==> src/rtl/byte_alu_pkg.sv <==
package byte_alu_pkg;

  localparam int BYTE_W = 8;
  localparam int PAIR_W = 16;
  localparam int OP_W   = 5;
  localparam int NIB_W  = BYTE_W / 2;

  // flag byte bit positions
  localparam int FLG_CY  = 0;
  localparam int FLG_ONE = 1;
  localparam int FLG_PAR = 2;
  localparam int FLG_Z3  = 3;
  localparam int FLG_AUX = 4;
  localparam int FLG_Z5  = 5;
  localparam int FLG_ZER = 6;
  localparam int FLG_SGN = 7;

  typedef enum logic [OP_W-1:0] {
    OP_ADD = 5'd0,  OP_ADC = 5'd1,  OP_SUB = 5'd2,  OP_SBB = 5'd3,
    OP_AND = 5'd4,  OP_XOR = 5'd5,  OP_OR  = 5'd6,  OP_CMP = 5'd7,
    OP_INC = 5'd8,  OP_DEC = 5'd9,  OP_RLC = 5'd10, OP_RRC = 5'd11,
    OP_RAL = 5'd12, OP_RAR = 5'd13, OP_CMA = 5'd14, OP_STC = 5'd15,
    OP_CMC = 5'd16, OP_DAA = 5'd17, OP_DAD = 5'd18
  } alu_op_e;

  // what one execution unit asks of the flag merge
  typedef struct packed {
    logic [BYTE_W-1:0] res;
    logic              wr;
    logic              cy_set;
    logic              cy_val;
    logic              ac_set;
    logic              ac_val;
    logic              szp_set;
  } unit_out_t;

  function automatic logic even_ones(input logic [BYTE_W-1:0] v);
    return ~(^v);
  endfunction

endpackage

==> src/rtl/byte_alu_addsub.sv <==
module byte_alu_addsub
  import byte_alu_pkg::*;
(
  input  alu_op_e           op_i,
  input  logic [BYTE_W-1:0] a_i,
  input  logic [BYTE_W-1:0] b_i,
  input  logic              cy_i,
  output unit_out_t         out_o
);

  localparam int EXT_W = BYTE_W + 1;

  logic [EXT_W-1:0] ext_a;
  logic [EXT_W-1:0] ext_b;
  logic [EXT_W-1:0] ext_c;
  logic [EXT_W-1:0] sum9;

  assign ext_a = {1'b0, a_i};
  assign ext_b = {1'b0, b_i};
  assign ext_c = {{BYTE_W{1'b0}}, cy_i};

  always_comb begin
    out_o = '0;
    sum9  = '0;
    case (op_i)
      OP_ADD: sum9 = ext_a + ext_b;
      OP_ADC: sum9 = ext_a + ext_b + ext_c;
      OP_SUB, OP_CMP: sum9 = ext_a - ext_b;
      OP_SBB: sum9 = ext_a - ext_b - ext_c;
      OP_INC: sum9 = ext_b + EXT_W'(1);
      OP_DEC: sum9 = ext_b - EXT_W'(1);
      default: sum9 = '0;
    endcase
    out_o.res = sum9[BYTE_W-1:0];
    case (op_i)
      OP_ADD, OP_ADC, OP_SUB, OP_SBB, OP_CMP: begin
        out_o.wr      = (op_i != OP_CMP);
        out_o.cy_set  = 1'b1;
        out_o.cy_val  = sum9[BYTE_W];
        out_o.ac_set  = 1'b1;
        out_o.ac_val  = 1'b0;
        out_o.szp_set = 1'b1;
      end
      OP_INC, OP_DEC: begin
        out_o.wr      = 1'b1;
        out_o.szp_set = 1'b1;
      end
      default: ;
    endcase
  end

endmodule

==> src/rtl/byte_alu_bitops.sv <==
module byte_alu_bitops
  import byte_alu_pkg::*;
(
  input  alu_op_e           op_i,
  input  logic [BYTE_W-1:0] a_i,
  input  logic [BYTE_W-1:0] b_i,
  input  logic              cy_i,
  output unit_out_t         out_o
);

  localparam int MSB = BYTE_W - 1;

  always_comb begin
    out_o = '0;
    case (op_i)
      OP_AND, OP_XOR, OP_OR: begin
        case (op_i)
          OP_AND:  out_o.res = a_i & b_i;
          OP_XOR:  out_o.res = a_i ^ b_i;
          default: out_o.res = a_i | b_i;
        endcase
        out_o.wr      = 1'b1;
        out_o.cy_set  = 1'b1;
        out_o.cy_val  = 1'b0;
        out_o.ac_set  = 1'b1;
        out_o.ac_val  = 1'b0;
        out_o.szp_set = 1'b1;
      end
      OP_RLC: begin
        out_o.res    = {a_i[MSB-1:0], a_i[MSB]};
        out_o.wr     = 1'b1;
        out_o.cy_set = 1'b1;
        out_o.cy_val = a_i[MSB];
      end
      OP_RRC: begin
        out_o.res    = {a_i[0], a_i[MSB:1]};
        out_o.wr     = 1'b1;
        out_o.cy_set = 1'b1;
        out_o.cy_val = a_i[0];
      end
      OP_RAL: begin
        out_o.res    = {a_i[MSB-1:0], cy_i};
        out_o.wr     = 1'b1;
        out_o.cy_set = 1'b1;
        out_o.cy_val = a_i[MSB];
      end
      OP_RAR: begin
        out_o.res    = {cy_i, a_i[MSB:1]};
        out_o.wr     = 1'b1;
        out_o.cy_set = 1'b1;
        out_o.cy_val = a_i[0];
      end
      OP_CMA: begin
        out_o.res = ~a_i;
        out_o.wr  = 1'b1;
      end
      OP_STC: begin
        out_o.cy_set = 1'b1;
        out_o.cy_val = 1'b1;
      end
      OP_CMC: begin
        out_o.cy_set = 1'b1;
        out_o.cy_val = ~cy_i;
      end
      default: ;
    endcase
  end

endmodule

==> src/rtl/byte_alu_decadj.sv <==
module byte_alu_decadj
  import byte_alu_pkg::*;
(
  input  logic [BYTE_W-1:0] a_i,
  input  logic              ac_i,
  output unit_out_t         out_o
);

  localparam int          DIG_W   = NIB_W + 1;
  localparam logic [NIB_W-1:0] DIG_MAX = NIB_W'(9);
  localparam logic [DIG_W-1:0] DIG_FIX = DIG_W'(6);

  logic [BYTE_W-1:0] mid;
  logic [DIG_W-1:0]  lo_sum;
  logic [DIG_W-1:0]  hi_sum;
  logic              ac_mid;

  always_comb begin
    // step one: low digit
    mid    = a_i;
    ac_mid = ac_i;
    lo_sum = {1'b0, a_i[NIB_W-1:0]};
    if ((a_i[NIB_W-1:0] > DIG_MAX) || ac_i) begin
      lo_sum             = {1'b0, a_i[NIB_W-1:0]} + DIG_FIX;
      mid[NIB_W-1:0]     = lo_sum[NIB_W-1:0];
      ac_mid             = lo_sum[NIB_W];
    end
    // step two: high digit, fed by the carry of step one
    hi_sum = {1'b0, mid[BYTE_W-1:NIB_W]};
    if ((mid[BYTE_W-1:NIB_W] > DIG_MAX) || ac_mid) begin
      hi_sum               = {1'b0, mid[BYTE_W-1:NIB_W]} + DIG_FIX + {{NIB_W{1'b0}}, ac_mid};
      mid[BYTE_W-1:NIB_W]  = hi_sum[NIB_W-1:0];
    end
    out_o         = '0;
    out_o.res     = mid;
    out_o.wr      = 1'b1;
    out_o.cy_set  = 1'b1;
    out_o.cy_val  = hi_sum[NIB_W];
    out_o.ac_set  = 1'b1;
    out_o.ac_val  = ac_mid;
    out_o.szp_set = 1'b1;
  end

endmodule

==> src/rtl/byte_alu_pairadd.sv <==
module byte_alu_pairadd #(
  parameter int WIDTH = 16
) (
  input  logic [WIDTH-1:0] a_i,
  input  logic [WIDTH-1:0] b_i,
  output logic [WIDTH-1:0] sum_o,
  output logic             carry_o
);

  logic [WIDTH:0] full;

  assign full    = {1'b0, a_i} + {1'b0, b_i};
  assign sum_o   = full[WIDTH-1:0];
  assign carry_o = full[WIDTH];

endmodule

==> src/rtl/byte_alu.sv <==
module byte_alu
  import byte_alu_pkg::*;
(
  input  logic              clk,
  input  logic              rst_n,
  input  logic              op_valid,
  input  logic [OP_W-1:0]   op_code,
  input  logic [BYTE_W-1:0] acc_in,
  input  logic [BYTE_W-1:0] opnd_in,
  input  logic [BYTE_W-1:0] flags_in,
  input  logic [PAIR_W-1:0] pair_a_in,
  input  logic [PAIR_W-1:0] pair_b_in,
  output logic [BYTE_W-1:0] result_q,
  output logic              result_we_q,
  output logic [PAIR_W-1:0] wide_q,
  output logic              wide_we_q,
  output logic [BYTE_W-1:0] flags_q
);

  localparam logic [BYTE_W-1:0] FLAGS_RST = BYTE_W'(1) << FLG_ONE;

  // reset: asserted asynchronously, released on a clock edge
  logic rst_meta_n;
  logic rst_int_n;

  always_ff @(posedge clk or negedge rst_n) begin
    if (!rst_n) begin
      rst_meta_n <= 1'b0;
      rst_int_n  <= 1'b0;
    end else begin
      rst_meta_n <= 1'b1;
      rst_int_n  <= rst_meta_n;
    end
  end

  alu_op_e op_e;
  assign op_e = alu_op_e'(op_code);

  unit_out_t as_out, bo_out, da_out, pa_out, sel;
  logic [PAIR_W-1:0] pair_sum;
  logic              pair_cy;
  logic              is_pair;

  byte_alu_addsub u_addsub (
    .op_i (op_e), .a_i (acc_in), .b_i (opnd_in),
    .cy_i (flags_in[FLG_CY]), .out_o (as_out)
  );

  byte_alu_bitops u_bitops (
    .op_i (op_e), .a_i (acc_in), .b_i (opnd_in),
    .cy_i (flags_in[FLG_CY]), .out_o (bo_out)
  );

  byte_alu_decadj u_decadj (
    .a_i (acc_in), .ac_i (flags_in[FLG_AUX]), .out_o (da_out)
  );

  byte_alu_pairadd #(.WIDTH(PAIR_W)) u_pairadd (
    .a_i (pair_a_in), .b_i (pair_b_in), .sum_o (pair_sum), .carry_o (pair_cy)
  );

  assign is_pair = (op_e == OP_DAD);

  always_comb begin
    pa_out        = '0;
    pa_out.cy_set = 1'b1;
    pa_out.cy_val = pair_cy;
  end

  // pick the unit that owns the code
  always_comb begin
    case (op_e)
      OP_ADD, OP_ADC, OP_SUB, OP_SBB, OP_CMP, OP_INC, OP_DEC: sel = as_out;
      OP_AND, OP_XOR, OP_OR, OP_RLC, OP_RRC, OP_RAL, OP_RAR,
      OP_CMA, OP_STC, OP_CMC:                                sel = bo_out;
      OP_DAA:                                                sel = da_out;
      OP_DAD:                                                sel = pa_out;
      default:                                               sel = '0;
    endcase
  end

  // flag merge and next state
  logic [BYTE_W-1:0] flags_mrg;
  logic [BYTE_W-1:0] result_d;
  logic              result_we_d;
  logic [PAIR_W-1:0] wide_d;
  logic              wide_we_d;
  logic [BYTE_W-1:0] flags_d;

  always_comb begin
    flags_mrg = flags_in;
    if (sel.szp_set) begin
      flags_mrg[FLG_SGN] = sel.res[BYTE_W-1];
      flags_mrg[FLG_ZER] = (sel.res == '0);
      flags_mrg[FLG_PAR] = even_ones(sel.res);
    end
    if (sel.cy_set) flags_mrg[FLG_CY]  = sel.cy_val;
    if (sel.ac_set) flags_mrg[FLG_AUX] = sel.ac_val;
    flags_mrg[FLG_ONE] = 1'b1;
    flags_mrg[FLG_Z3]  = 1'b0;
    flags_mrg[FLG_Z5]  = 1'b0;

    result_d    = result_q;
    wide_d      = wide_q;
    flags_d     = flags_q;
    result_we_d = 1'b0;
    wide_we_d   = 1'b0;
    if (op_valid) begin
      flags_d     = flags_mrg;
      result_we_d = sel.wr;
      wide_we_d   = is_pair;
      if (sel.wr)  result_d = sel.res;
      if (is_pair) wide_d   = pair_sum;
    end
  end

  always_ff @(posedge clk or negedge rst_int_n) begin
    if (!rst_int_n) begin
      result_q    <= '0;
      result_we_q <= 1'b0;
      wide_q      <= '0;
      wide_we_q   <= 1'b0;
      flags_q     <= FLAGS_RST;
    end else begin
      result_q    <= result_d;
      result_we_q <= result_we_d;
      wide_q      <= wide_d;
      wide_we_q   <= wide_we_d;
      flags_q     <= flags_d;
    end
  end

  // logic ops clear both carries
  a_r4_logic_clears_carries: assert property (@(posedge clk) disable iff (!rst_int_n)
    (op_valid && (op_e == OP_AND || op_e == OP_XOR || op_e == OP_OR))
      |=> (!flags_q[FLG_CY] && !flags_q[FLG_AUX] && result_we_q));

  // compare never writes the byte result
  a_r5_cmp_no_write: assert property (@(posedge clk) disable iff (!rst_int_n)
    (op_valid && op_e == OP_CMP) |=> (!result_we_q && $stable(result_q)));

  // increment and decrement keep carry and auxiliary carry
  a_r6_incdec_keep_carry: assert property (@(posedge clk) disable iff (!rst_int_n)
    (op_valid && (op_e == OP_INC || op_e == OP_DEC))
      |=> (flags_q[FLG_CY] == $past(flags_in[FLG_CY]) &&
           flags_q[FLG_AUX] == $past(flags_in[FLG_AUX])));

  // pair add touches only carry
  a_r10_pair_only_carry: assert property (@(posedge clk) disable iff (!rst_int_n)
    (op_valid && op_e == OP_DAD)
      |=> (wide_we_q && !result_we_q &&
           flags_q[BYTE_W-1:1] == {$past(flags_in[FLG_SGN]), $past(flags_in[FLG_ZER]), 1'b0,
                                   $past(flags_in[FLG_AUX]), 1'b0, $past(flags_in[FLG_PAR]), 1'b1}));

  // idle cycles hold state and drop strobes
  a_r11_idle_hold: assert property (@(posedge clk) disable iff (!rst_int_n)
    !op_valid |=> (!result_we_q && !wide_we_q && $stable(flags_q) &&
                   $stable(result_q) && $stable(wide_q)));

endmodule

==> config.mk <==
export PLATFORM = sky130hd
export DESIGN_NAME = byte_alu
export DESIGN_NICKNAME = d
export VERILOG_FILES = /design/src/rtl/byte_alu_pkg.sv /design/src/rtl/byte_alu_addsub.sv /design/src/rtl/byte_alu_bitops.sv /design/src/rtl/byte_alu_decadj.sv /design/src/rtl/byte_alu_pairadd.sv /design/src/rtl/byte_alu.sv
export SDC_FILE = /design/constraint.sdc
export NUM_CORES = 1
export LEC_CHECK = 0
export ABC_CLOCK_PERIOD_IN_PS = 1400
export BUFFER_PORTS_ARGS = -buffer_cell sky130_fd_sc_hd__buf_2
export CAP_MARGIN = 20
export CORE_MARGIN = 10
export CORE_UTILIZATION = 35
export CTS_CLUSTER_DIAMETER = 50
export CTS_CLUSTER_SIZE = 14
export DETAILED_ROUTE_END_ITERATION = 6
export RECOVER_POWER = 100
export SLEW_MARGIN = 20
export SYNTH_ARGS = -nofsm -noshare
export SYNTH_HDL_FRONTEND = slang
export SYNTH_HIERARCHICAL = 1
export SYNTH_SLANG_ARGS = --single-unit
==> constraint.sdc <==
create_clock -name clk -period 1.4 [get_ports clk]
set_input_delay 0.07 -clock clk [delete_from_list [all_inputs] [get_ports clk]]
set_output_delay 0.07 -clock clk [all_outputs]
set_load 0.01 [all_outputs]
Word-level counts from Yosys, hierarchy flattened
Cells that the tools add are included.
{"block": "classes", "eq_ne": 19, "div_mod_pow": 0, "reduce_logical": 15, "n_addsub": 10, "n_bitwise": 6, "magnitude_cmp": 2, "mul": 0, "n_shift": 0, "n_mux": 18}
{"op": "$pmux 9 s6", "n": 2}
{"op": "$pmux 14 s4", "n": 1}
{"op": "$eq 5x4->1 const B", "n": 8}
{"op": "$eq 5x3->1 const B", "n": 4}
{"op": "$add 16x16->17", "n": 1}
{"op": "$pmux 8 s2", "n": 1}
{"op": "$eq 5x5->1 const B", "n": 3}
{"op": "$mux 4", "n": 3}
{"op": "$add 4x3->5 const B", "n": 2}
{"op": "$eq 5x2->1 const B", "n": 2}
{"op": "$pmux 2 s5", "n": 1}
{"op": "$reduce_or 10->1", "n": 1}
{"op": "$add 8x1->9 const B", "n": 1}
{"op": "$add 8x8->9", "n": 1}
{"op": "$add 9x1->9", "n": 1}
{"op": "$sub 8x1->9 const B", "n": 1}
{"op": "$sub 8x8->9", "n": 1}
{"op": "$sub 9x1->9", "n": 1}
{"op": "$and 8x8->8", "n": 1}
{"op": "$gt 4x4->1 const B", "n": 2}
{"op": "$logic_not 8->1", "n": 1}
{"op": "$not 8->8", "n": 1}
{"op": "$or 8x8->8", "n": 1}
{"op": "$reduce_or 2->1", "n": 4}
{"op": "other kinds (17)", "n": 25}
{"block": "word_totals", "in_bits": 64, "mem_count": 0, "romBits": 0, "latch_bits": 0, "wordCells": 77, "out_inout_bits": 34, "ramBits": 0, "register_bits": 33}

Logic depth before layout (Yosys ltp)
{"block": "depth", "depth_word": 9, "ltp_mapped": 18}

Hierarchy
The synthesis kept the hierarchy.
{"mod": "byte_alu_addsub", "n_inst": 1, "cells_each": 232, "area_each_um2": 1751.7}
{"mod": "byte_alu", "n_inst": 1, "cells_each": 141, "area_each_um2": 1742.9}
{"mod": "byte_alu_bitops", "n_inst": 1, "cells_each": 118, "area_each_um2": 853.3}
{"mod": "byte_alu_pairadd", "n_inst": 1, "cells_each": 103, "area_each_um2": 760.7}
{"mod": "byte_alu_decadj", "n_inst": 1, "cells_each": 34, "area_each_um2": 247.7}

Worst setup path before layout
Ideal clock, no wire load.
{"block": "synth_timing", "kind": "input to register", "from": "input port op_code[2]", "to": "register flags_q[2]", "cell_stages": 18, "slack_ps": -2423, "setup_ps": 126, "arrival_ps": 3697, "path_buffers": 1, "cell_sequence": "clkbuf_1 > nor4b_2 > and2_1 > ha_1 > a21o_1 > a21oi_1 > o21ai_0 > a31oi_1 > xnor2_1 > a22oi_1 > o211ai_1 > a22oi_1 > and2_1 > ha_1 > xor2_1 > xnor2_1 > o211a_1 > a221o_1"}
{"item": "start: declaration", "line": "byte_alu.sv:7", "rtl": "input logic [OP_W-1:0] op_code,"}
{"item": "end signal: assignment", "line": "byte_alu.sv:129", "rtl": "flags_q <= flags_d;"}
{"item": "end: declaration", "line": "byte_alu.sv:17", "rtl": "output logic [BYTE_W-1:0] flags_q"}

==> results.cfg <==
[run_status]
status = finished, violations left
violations = negative setup slack

[global_routing]
grt_start_max_net_pins = 32
grt_overflow = 0
grt_usage = 0.182
grt_pass1_wl_um = 31100
grt_pass1_vias = 6263
antenna_found_initial = 0

[worst_setup_path]
crit_path_start_kind = input port
path_class = input port to flop
cp_max_fo = 4
cp.arrival_ns = 3.39
worstSetupEndpointType = flop
crit_required_ns = 1.56
reg2reg_depth = 1
slowest_delay_ns = 0.37
path_cells = buf_8 > buf_6 > ha_4 > inv_2 > fa_2 > o21bai_4 > a21oi_2 > xnor2_1 > buf_4 > nand3_2 > xnor2_2 > a22oi_1 > o211ai_1 > a222oi_1 > buf_4 > ha_4 > xor2_2 > xnor2_1 > o211a_1 > a221o_1
slowest_stage = fa_2

[clock_tree]
clkLatencyLatePin_ns = 0.28
clockBufferDepth = 2
clkTransAtPathRegs_ns = 0.05
htreeDepth = 2
cts_tree = done
cts.sinks = 33
cts_buffers = 5
cts_root_buf = clkbuf_16

[yosys]
synth_top_area_share = 0.154
yosys_warnings = 6
synth-seq-cells = 33
synth_ff_type = dfrtp_1
netlist_instances = 628
synthTopCellsByArea = dfrtp_1 15%, ha_1 15%, xnor2_1 4.3%
async_flop_share = 1.00
synth_seq_area_share = 0.154
synth_edf_count = 0
synth_top_cell_by_area = dfrtp_1
synthesis.area_sq_um = 5360
syn_avg_cell_area_sq_um = 8.53
synthDistinctLibCells = 86

[die]
die-area_sq_um = 20700
start_util = 0.355
rows = 45
die_x_um = 144
die_h_um = 144
io_pins = 98
core_region_area_sq_um = 15100

[drt]
top_layer_used = met4
dr_wl_met3_um = 1070
dr.first_iter.drc_count = 465
route.detailed.drc = 0
wl_per_cell_um = 18.3
dr_total_vias = 6063
finalWirelength_um = 20300
drt-pass1-iter-count = 7
via_per_inst = 5.48
dr_wl_met2_um = 10500
wl_met1_um = 8310
ant_nets = 0

[sta]
setup_violations = 30
skew_ns = 0.00459
hold_viol_final = 0
period_minus_slack_ns = 3.23
rsz0062_at_grt = yes
setup_slack_ns = -1.83
final.setup.tns_ns = -16.86
drv_slew = 0
period_share = 2.31
tightestPinTransition_ns = 0.831
fmax_mhz = 310
maxSlewHeadroom = 0.446

[pwr]
p_leak_nw = 4.16
ir_drop_v = 0.000766
powerDensity_nw_per_um2 = 679

[finish]
layout.nets = 1051
stdcell_area_sq_um = 8960
antenna_cells = 0
drive_above_1_share = 0.496
area_delta_synth_final_pct = 67.3
fillers = 1286

[placement]
post-dp-hpwl_um = 14600
place_area_sq_um = 7280
dp_slack_ns = -2.33
gp_congestion = 0.886
io_buffers = 91

[min_path]
min_path_cells = 3
hold_path.class = input port to flop

[flow_run]
drv_cap = 0
## layer usage
metal | track usage | vias to the layer above
met5 | 0 | -
met4 | 0.0446 | 0
met3 | 0.0287 | 27
met2 | 0.325 | 183
met1 | 0.223 | 2967
li1 | - | 2886
## cell usage after synthesis (6+ instances only)
master     n
buf_6      6
nand2b_1  13
buf_2      9
a31oi_1    6
a222oi_1   7
dfrtp_1   33
xnor2_1   26
clkbuf_1   6
a211o_1    7
xor2_1    17
o211ai_1  10
mux2i_1   17
nor2_1    34
o221ai_1   9
o21a_1    13
o21ai_0   24
o31ai_1    8
buf_4     15
a211oi_1   8
a21oi_1   33
nor3_1     9
ha_1      66
nor2b_1    6
nand2_1   36
mux2_1     7
nand3_1   10
a22oi_1    8
mux2_2    16
inv_1     52
## flip-flops by register name (all words and copies together), names as in the netlist
register and count:
wide_q 16, rst_int_n 1, wide_we_q 1, result_q 8
flags_q 5, rst_meta_n 1, result_we_q 1
## worst max-delay path, delay by kind of cell
kind | cells | cell delay [ns]
compound gates | 7 | 1.30
xor+xnor | 4 | 0.62
fa+ha+maj | 3 | 0.70
buf+inv | 5 | 0.58
simple gates | 1 | 0.11
## cell type report
type | count | area [sq um] | share of cell area
multi-input combinational | 508 | 4990 | 0.556
timing repair buffer | 314 | 2540 | 0.284
sequential | 33 | 826 | 0.0921
tap | 188 | 235 | 0.0262
inverter | 55 | 214 | 0.0239
clock buffer | 7 | 153 | 0.0170
clock inverter | 1 | 5.00 | 0.000558
## cells in the final DEF (no fill, tap or decap), types with 17 or more instances in the layout
| master | count |
|---|---|
| a21oi_1 | 18 |
| buf_2 | 41 |
| buf_4 | 173 |
| buf_6 | 46 |
| clkbuf_1 | 32 |
| dfrtp_1 | 33 |
| ha_1 | 44 |
| ha_4 | 20 |
| inv_1 | 43 |
| mux2i_1 | 17 |
| nand2_1 | 33 |
| nor2_1 | 30 |
| o21ai_0 | 17 |
| xnor2_1 | 19 |
## per-stage QoR
step | hold slack [ns] | util | power, mW | std cells
6_report | 0.0936 | 0.594 | 6.08 | 1106
5_1_grt | 0.106 | 0.594 | 6.49 | 1106
4_1_cts | 0.0931 | 0.561 | 5.83 | 1090
3_5_place_dp | -0.142 | 0.483 | 4.19 | 1043
3_3_place_gp | -0.145 | 0.483 | 4.11 | 1043
2_1_floorplan | -0.226 | - | 2.97 | 633
## path summary, 6_finish.rpt
kind,from,to,slack (ns)
setup / recovery,acc_in[0],flags_q[2],-1.83
hold reg to reg,rst_meta_n,rst_int_n,0.36
setup reg to reg,rst_int_n,wide_q[12],0.45
hold / removal,flags_in[7],flags_q[7],0.09
max in group asynchronous,rst_int_n,wide_q[12],0.45
min in group asynchronous,rst_n,rst_meta_n,0.11
## report_power, final
| group | switching, mW | internal, mW | leakage [nW] |
|---|---|---|---|
| logic | 1.76 | 1.84 | 3.66 |
| clock network | 0.416 | 0.753 | 0.0799 |
| registers | 0.128 | 1.18 | 0.418 |
| total | 2.31 | 3.78 | 4.16 |
## cells by family after synthesis
kind of cell | synth area share
compound gates | 0.263
simple gates | 0.171
buf+inv | 0.0855
fa+ha+maj | 0.169
xor+xnor | 0.0733
mux | 0.0801
flops | 0.154
other cells | 0.00350
## timing repair
action                                  4_1_cts  5_1_grt
cloned                                        3        0
hold buffers                                  1        0
hold endpoints to repair                      2        0
resized for setup                           137       82
pin swaps                                    67       71
buffers inserted                             48       19
endpoints found under the setup margin       24       25
(Power assumes the default switching activity.)
